===== src/rtl/replay_scan_pkg.sv =====
package replay_scan_pkg;

    typedef enum logic [2:0] {
        S_IDLE,
        S_ISSUE,
        S_WAIT,
        S_EMIT,
        S_STEP,
        S_FINISH
    } scan_state_t;

    localparam logic [1:0] PERM_NONE = 2'd0;

endpackage


===== src/rtl/replay_window.sv =====
module replay_window #(
    parameter int ADDR_W  = 16,
    parameter int CNT_W   = 16,
    parameter int SHIFT_W = 4
) (
    input  logic [SHIFT_W-1:0] shift,
    input  logic [CNT_W-1:0]   count,
    input  logic [ADDR_W-1:0]  addr,
    output logic [ADDR_W-1:0]  gran,
    output logic [ADDR_W-1:0]  page_mask,
    output logic               in_window
);
    // Window size may exceed the address space; keep it wide enough to hold
    // any count shifted by any legal shift without loss.
    localparam int WIN_W = CNT_W + (1 << SHIFT_W);

    logic [WIN_W-1:0] win_size;

    always_comb begin
        gran      = ADDR_W'(1) << shift;
        page_mask = ~(gran - ADDR_W'(1));
        win_size  = WIN_W'(count) << shift;
        in_window = WIN_W'(addr) < win_size;
    end

endmodule


===== src/rtl/replay_addr_gen.sv =====
module replay_addr_gen #(
    parameter int ADDR_W = 16
) (
    input  logic              clk,
    input  logic              rst_n,
    input  logic              clear,
    input  logic              advance,
    input  logic [ADDR_W-1:0] gran,
    output logic [ADDR_W-1:0] addr,
    output logic              wrap
);
    logic [ADDR_W:0] sum;

    always_comb begin
        sum  = {1'b0, addr} + {1'b0, gran};
        wrap = sum[ADDR_W];
    end

    always_ff @(posedge clk or negedge rst_n) begin
        if (!rst_n) begin
            addr <= '0;
        end else if (clear) begin
            addr <= '0;
        end else if (advance) begin
            addr <= sum[ADDR_W-1:0];
        end
    end

endmodule


===== src/rtl/replay_scanner.sv =====
module replay_scanner
    import replay_scan_pkg::*;
#(
    parameter int ADDR_W  = 16,
    parameter int CNT_W   = 16,
    parameter int SHIFT_W = 4
) (
    input  logic               clk,
    input  logic               rst_n,
    input  logic               start,
    input  logic               skip,
    input  logic [SHIFT_W-1:0] page_shift,
    input  logic [CNT_W-1:0]   entry_count,
    output logic               lk_req_valid,
    output logic [ADDR_W-1:0]  lk_req_addr,
    input  logic               lk_rsp_valid,
    input  logic [ADDR_W-1:0]  lk_rsp_entry,
    output logic               note_valid,
    input  logic               note_ready,
    output logic [ADDR_W-1:0]  note_iova,
    output logic [ADDR_W-1:0]  note_xlat,
    output logic [ADDR_W-1:0]  note_mask,
    output logic [1:0]         note_perm,
    output logic               done
);
    scan_state_t state, state_nx;

    logic [SHIFT_W-1:0] shift_q;
    logic [CNT_W-1:0]   count_q;
    logic [ADDR_W-1:0]  entry_q;
    logic [ADDR_W-1:0]  addr;
    logic [ADDR_W-1:0]  gran;
    logic [ADDR_W-1:0]  page_mask;
    logic               in_window;
    logic               wrap;
    logic               accept;
    logic               step_go;

    replay_window #(
        .ADDR_W (ADDR_W),
        .CNT_W  (CNT_W),
        .SHIFT_W(SHIFT_W)
    ) u_window (
        .shift    (shift_q),
        .count    (count_q),
        .addr     (addr),
        .gran     (gran),
        .page_mask(page_mask),
        .in_window(in_window)
    );

    replay_addr_gen #(
        .ADDR_W(ADDR_W)
    ) u_addr (
        .clk    (clk),
        .rst_n  (rst_n),
        .clear  (accept),
        .advance(step_go),
        .gran   (gran),
        .addr   (addr),
        .wrap   (wrap)
    );

    assign accept  = (state == S_IDLE) && start;
    assign step_go = (state == S_STEP) && !wrap;

    // Next-state logic
    always_comb begin
        state_nx = state;
        unique case (state)
            S_IDLE:   if (start) state_nx = skip ? S_FINISH : S_ISSUE;
            S_ISSUE:  state_nx = in_window ? S_WAIT : S_FINISH;
            S_WAIT: begin
                if (lk_rsp_valid) begin
                    state_nx = (lk_rsp_entry[1:0] != PERM_NONE) ? S_EMIT : S_STEP;
                end
            end
            S_EMIT:   if (note_ready) state_nx = S_STEP;
            S_STEP:   state_nx = wrap ? S_FINISH : S_ISSUE;
            S_FINISH: state_nx = S_IDLE;
            default:  state_nx = S_IDLE;
        endcase
    end

    // State register and captured run data
    always_ff @(posedge clk or negedge rst_n) begin
        if (!rst_n) begin
            state   <= S_IDLE;
            shift_q <= '0;
            count_q <= '0;
            entry_q <= '0;
        end else begin
            state <= state_nx;
            if (accept) begin
                shift_q <= page_shift;
                count_q <= entry_count;
            end
            if ((state == S_WAIT) && lk_rsp_valid) begin
                entry_q <= lk_rsp_entry;
            end
        end
    end

    // Outputs decoded from state
    always_comb begin
        lk_req_valid = (state == S_ISSUE) && in_window;
        lk_req_addr  = addr;
        note_valid   = (state == S_EMIT);
        note_iova    = addr & page_mask;
        note_xlat    = entry_q & page_mask;
        note_mask    = ~page_mask;
        note_perm    = entry_q[1:0];
        done         = (state == S_FINISH);
    end

endmodule


===== config.mk =====
export PLATFORM = sky130hd
export DESIGN_NAME = replay_scanner
export DESIGN_NICKNAME = d
export VERILOG_FILES = /design/src/rtl/replay_scan_pkg.sv /design/src/rtl/replay_window.sv /design/src/rtl/replay_addr_gen.sv /design/src/rtl/replay_scanner.sv
export SDC_FILE = /design/constraint.sdc
export NUM_CORES = 1
export LEC_CHECK = 0
export BUFFER_PORTS_ARGS = -buffer_cell sky130_fd_sc_hd__buf_2
export CAP_MARGIN = 10
export CORE_ASPECT_RATIO = 0.75
export CORE_MARGIN = 4
export CORE_UTILIZATION = 40
export CTS_CLUSTER_SIZE = 16
export DETAILED_ROUTE_END_ITERATION = 10
export HOLD_SLACK_MARGIN = 0.1
export PLACE_DENSITY = 0.62
export SYNTH_ARGS = -nofsm -noshare
export SYNTH_HDL_FRONTEND = slang
export SYNTH_SLANG_ARGS = --single-unit

===== constraint.sdc =====
create_clock -name clk -period 10.4 [get_ports clk]
set_input_delay 1.04 -clock clk [delete_from_list [all_inputs] [get_ports clk]]
set_output_delay 1.04 -clock clk [all_outputs]
set_load 0.01 [all_outputs]

==> flow_results.xml <==
<?xml version="1.0" encoding="UTF-8"?>
<metrics>
  <group name="logic_synthesis">
    <metric name="synth-async-reset-ratio" unit="%">100.0</metric>
    <metric name="synth.avg_cell_area" unit="µm²">8.858</metric>
    <metric name="primary_flip_flop_cell_chosen_by_synthesis_mapping" unit="">sky130_fd_sc_hd__dfrtp_1</metric>
    <metric name="synth_seq_area_share" unit="%">30.29</metric>
    <metric name="synth_commonest_cells" unit="">sky130_fd_sc_hd__dfrtp_1, sky130_fd_sc_hd__nor2_1, sky130_fd_sc_hd__mux2_2</metric>
    <metric name="synth_largest_type_area_fraction" unit="%">30.29</metric>
    <metric name="synth_cell_type_count" unit="">57</metric>
    <metric name="netlist_instances" unit="">513</metric>
    <metric name="synthesis.yosys.warnings" unit="">0</metric>
    <metric name="synthMostInstantiatedCell" unit="">sky130_fd_sc_hd__dfrtp_1</metric>
    <metric name="synth_fp_nets" unit="">588</metric>
    <metric name="synth_seq_cells" unit="">55</metric>
    <metric name="netlist.top_cell.by_area" unit="">sky130_fd_sc_hd__dfrtp_1</metric>
    <metric name="synth_edf_count" unit="">0</metric>
    <metric name="synth.cell_area" unit="mm²">0.004544</metric>
    <metric name="synth.top_cells.by_area" unit="">sky130_fd_sc_hd__dfrtp_1, sky130_fd_sc_hd__mux2_2, sky130_fd_sc_hd__ha_1</metric>
  </group>
  <group name="timing">
    <metric name="unrepaired_setup_endpoints_after_global_routing" unit="">no</metric>
    <metric name="final.setup.tns" unit="ns">0</metric>
    <metric name="achievable-frequency" unit="MHz">215.9</metric>
    <metric name="worstMarginPinSlew" unit="ns">1.038</metric>
    <metric name="finalWorstPathRequiredPeriod" unit="ns">4.632</metric>
    <metric name="final.setup_skew" unit="ns">0.004680</metric>
    <metric name="report.final.slew_viol_count" unit="">0</metric>
    <metric name="finalCritPeriodShare" unit="%">44.54</metric>
    <metric name="final-setup-viol-count" unit="">0</metric>
    <metric name="setup_ws" unit="ns">5.768</metric>
    <metric name="timing.slew.headroom" unit="%">30.68</metric>
    <metric name="timing_hold_violations_final" unit="">0</metric>
  </group>
  <group name="floorplan">
    <metric name="die_x" unit="µm">131.1</metric>
    <metric name="die_span_in_y" unit="µm">100.3</metric>
    <metric name="floorplan.initialDensity" unit="%">41.22</metric>
    <metric name="core.rowCount" unit="">33</metric>
    <metric name="floorplan.die_area" unit="mm²">0.01315</metric>
    <metric name="top_level_ports" unit="">111</metric>
    <metric name="core_area" unit="mm²">0.01102</metric>
  </group>
  <group name="route">
    <metric name="drc_errors" unit="">0</metric>
    <metric name="first_pass_iteration_count_of_the_detailed_router" unit="">4</metric>
    <metric name="drt-vias-per-instance" unit="">5.380</metric>
    <metric name="initialDrtViolationCount" unit="">238</metric>
    <metric name="antenna_left" unit="">0</metric>
    <metric name="vias" unit="">3992</metric>
    <metric name="routed_wire_length_per_instance" unit="µm">17.10</metric>
    <metric name="detail_route.wirelength" unit="µm">12690</metric>
  </group>
  <group name="worst_setup_path">
    <metric name="required_time_at_the_worst_slack_endpoint" unit="ns">9.36</metric>
    <metric name="worstReg2RegStart" unit="">shift_q[3]</metric>
    <metric name="setup_crit_start" unit="">shift_q[3]</metric>
    <metric name="worst_r2r_endpoint" unit="">u_addr.addr[2]</metric>
    <metric name="critPathKind" unit="">flip-flop to output port</metric>
    <metric name="timing.reg2reg.worst_path_depth" unit="">13</metric>
    <metric name="timing.critical_path.arrival" unit="ns">3.59</metric>
    <metric name="critical_path.endpoint_type" unit="">output port</metric>
    <metric name="cp-start-kind" unit="">flip-flop</metric>
    <metric name="reg2reg_setup_slack" unit="ns">6.28</metric>
    <metric name="cp-endpoint" unit="">lk_req_valid</metric>
    <metric name="critPathMaxFanout" unit="">26</metric>
  </group>
  <group name="cells_and_area">
    <metric name="fillerInstances" unit="">1076</metric>
    <metric name="syn2layout_area_growth" unit="%">16.57</metric>
    <metric name="design.final.nets" unit="">677</metric>
    <metric name="final-seq-area" unit="mm²">0.001376</metric>
    <metric name="final_util" unit="%">48.05</metric>
    <metric name="layoutNonFillerInstCount" unit="">742</metric>
    <metric name="drive_above_1_share" unit="%">33.06</metric>
    <metric name="antennaDiodeCount" unit="">0</metric>
    <metric name="multi_input_area" unit="mm²">0.002910</metric>
  </group>
  <group name="placed_design">
    <metric name="placed_cells_incl_taps" unit="">735</metric>
    <metric name="dpl.hpwl" unit="µm">10060</metric>
    <metric name="place.gp.congestion" unit="">0.9607</metric>
    <metric name="dp_slack" unit="ns">6.113</metric>
    <metric name="buffer_ports.inserted" unit="">109</metric>
  </group>
  <group name="pwr">
    <metric name="ir_worst_vdd" unit="V">0.0001172</metric>
    <metric name="total_power" unit="mW">1.823</metric>
    <metric name="powerDensity" unit="mW/mm²">344.1</metric>
    <metric name="power_leakage" unit="nW">2.640</metric>
  </group>
  <group name="cts">
    <metric name="clock_sink_count" unit="">55</metric>
    <metric name="cts_hold_repair.buffers" unit="">0</metric>
    <metric name="postCtsSetupBuffers" unit="">0</metric>
    <metric name="clock_tree.htree_level_count" unit="">2</metric>
    <metric name="cts_tree" unit="">built</metric>
    <metric name="clk_transition_reported_paths" unit="ns">0.07</metric>
    <metric name="cts_root_buf" unit="">sky130_fd_sc_hd__clkbuf_16</metric>
    <metric name="post_cts_resize_count" unit="">0</metric>
    <metric name="clockBufferDepth" unit="">2</metric>
    <metric name="tritoncts.num_buffers" unit="">5</metric>
    <metric name="clk_latency" unit="ns">0.29</metric>
  </group>
  <group name="worst_hold_path">
    <metric name="min-delay-path-class" unit="">flip-flop to flip-flop</metric>
    <metric name="hold-path-cell-count" unit="">1</metric>
  </group>
  <group name="global_routing">
    <metric name="global_route.usage.met2" unit="%">30.15</metric>
    <metric name="grt_overflow_total" unit="">0</metric>
    <metric name="first_global_vias" unit="">3898</metric>
    <metric name="pin_count_of_the_biggest_net_entering_global_routing" unit="">56</metric>
    <metric name="grt_first_pass_wirelength" unit="µm">20560</metric>
    <metric name="grtUsageMet3" unit="%">3.511</metric>
    <metric name="grt_util_met1" unit="%">29.34</metric>
    <metric name="grt_most_used_layer" unit="">met2</metric>
    <metric name="antenna_violations_before_repair" unit="">0</metric>
    <metric name="grtUsageTotal" unit="%">19.69</metric>
  </group>
  <group name="flow_run">
    <metric name="drv.max_cap_violation_count" unit="">0</metric>
  </group>
  <group name="status">
    <metric name="status" unit="">complete, no violations</metric>
  </group>
</metrics>
logic make-up (layout without fill, tap and decap cells):
group	Yosys count	in the layout	synth area share, %
other	1	1	0.08252
adders and majority gates	33	33	9.251
muxes	59	59	14.15
AOI/OAI and AO/OA	123	123	18.01
DFF	55	55	30.29
xor gates and xnor gates	16	16	3.084
buffers and inverters	59	148	6.002
and+or+nand+nor	167	167	19.14
sequential cells by signal, summed over array words and instances, names as in the netlist:
name,cells
count_q,16
entry_q,16
shift_q,4
state,3
u_addr.addr,16
layout by cell type (no fill, tap or decap), drive strengths merged, types with 3 or more instances in the layout:
master	count
buf	115
dfrtp	55
o21ai	49
nor2	48
mux2	42
nand2	41
ha	32
a21oi	29
inv	25
and2	24
nand3	20
mux2i	17
a21o	9
nor3	8
xnor2	8
xor2	8
nand2b	6
o21bai	6
clkbuf	6
a211oi	4
o2111ai	4
and3	4
nor2b	4
or2	3
a221o	3
worst min path at each step:
stage / from / to / slack (ns)
2_1_floorplan: entry_q[10] / entry_q[10] / 0.47
3_3_place_gp: entry_q[4] / entry_q[4] / 0.48
3_5_place_dp: entry_q[4] / entry_q[4] / 0.49
4_1_cts: entry_q[4] / entry_q[4] / 0.51
5_1_grt: entry_q[14] / entry_q[14] / 0.52
6_report: entry_q[14] / entry_q[14] / 0.50
power breakdown:
group	switching, mW	internal [mW]	total, mW	leakage (nW)
registers	0.144	0.317	0.461	0.684
logic	0.683	0.509	1.19	1.88
clock network	0.0743	0.0954	0.170	0.0733
total	0.901	0.922	1.82	2.64
worst max-delay path, stage by stage (launching register included):
cell and delay, ns:
sky130_fd_sc_hd__dfrtp_1 0.85, sky130_fd_sc_hd__inv_1 0.40, sky130_fd_sc_hd__mux2_2 0.37, sky130_fd_sc_hd__a22oi_1 0.16
sky130_fd_sc_hd__ha_1 0.28, sky130_fd_sc_hd__a21oi_1 0.15, sky130_fd_sc_hd__o21ai_0 0.13, sky130_fd_sc_hd__nor3_1 0.17
sky130_fd_sc_hd__o2111ai_1 0.14, sky130_fd_sc_hd__o2111ai_1 0.19, sky130_fd_sc_hd__nand2_1 0.12, sky130_fd_sc_hd__nor3_1 0.17
sky130_fd_sc_hd__buf_2 0.17
final cells by class:
cell class / count / share of cell area (%)
repair buffers: 115 / 11.15
inverters: 26 / 1.842
multi-input cells: 399 / 54.94
well taps: 140 / 3.307
flip-flops and latches: 55 / 25.98
clock buffers: 6 / 2.622
clock inverters: 1 / 0.1653
through the flow:
step,instance area [µm²],hold WS [ns]
detailed placement,5150,0.4884
global route,5298,0.5178
CTS,5298,0.5054
finish,5298,0.5017
floorplan,4544,0.4721
global placement,5150,0.4804
layer usage:
metal  share of wire [%]  wire, µm  vias up
li1                    -         -     1981
met1                  50      6359     1885
met4                0.87       110        0
met2                  42      5355      115
met3                 6.8       866       11
met5                   0         0        -
No activity file was read; power rests on OpenSTA's default activity.
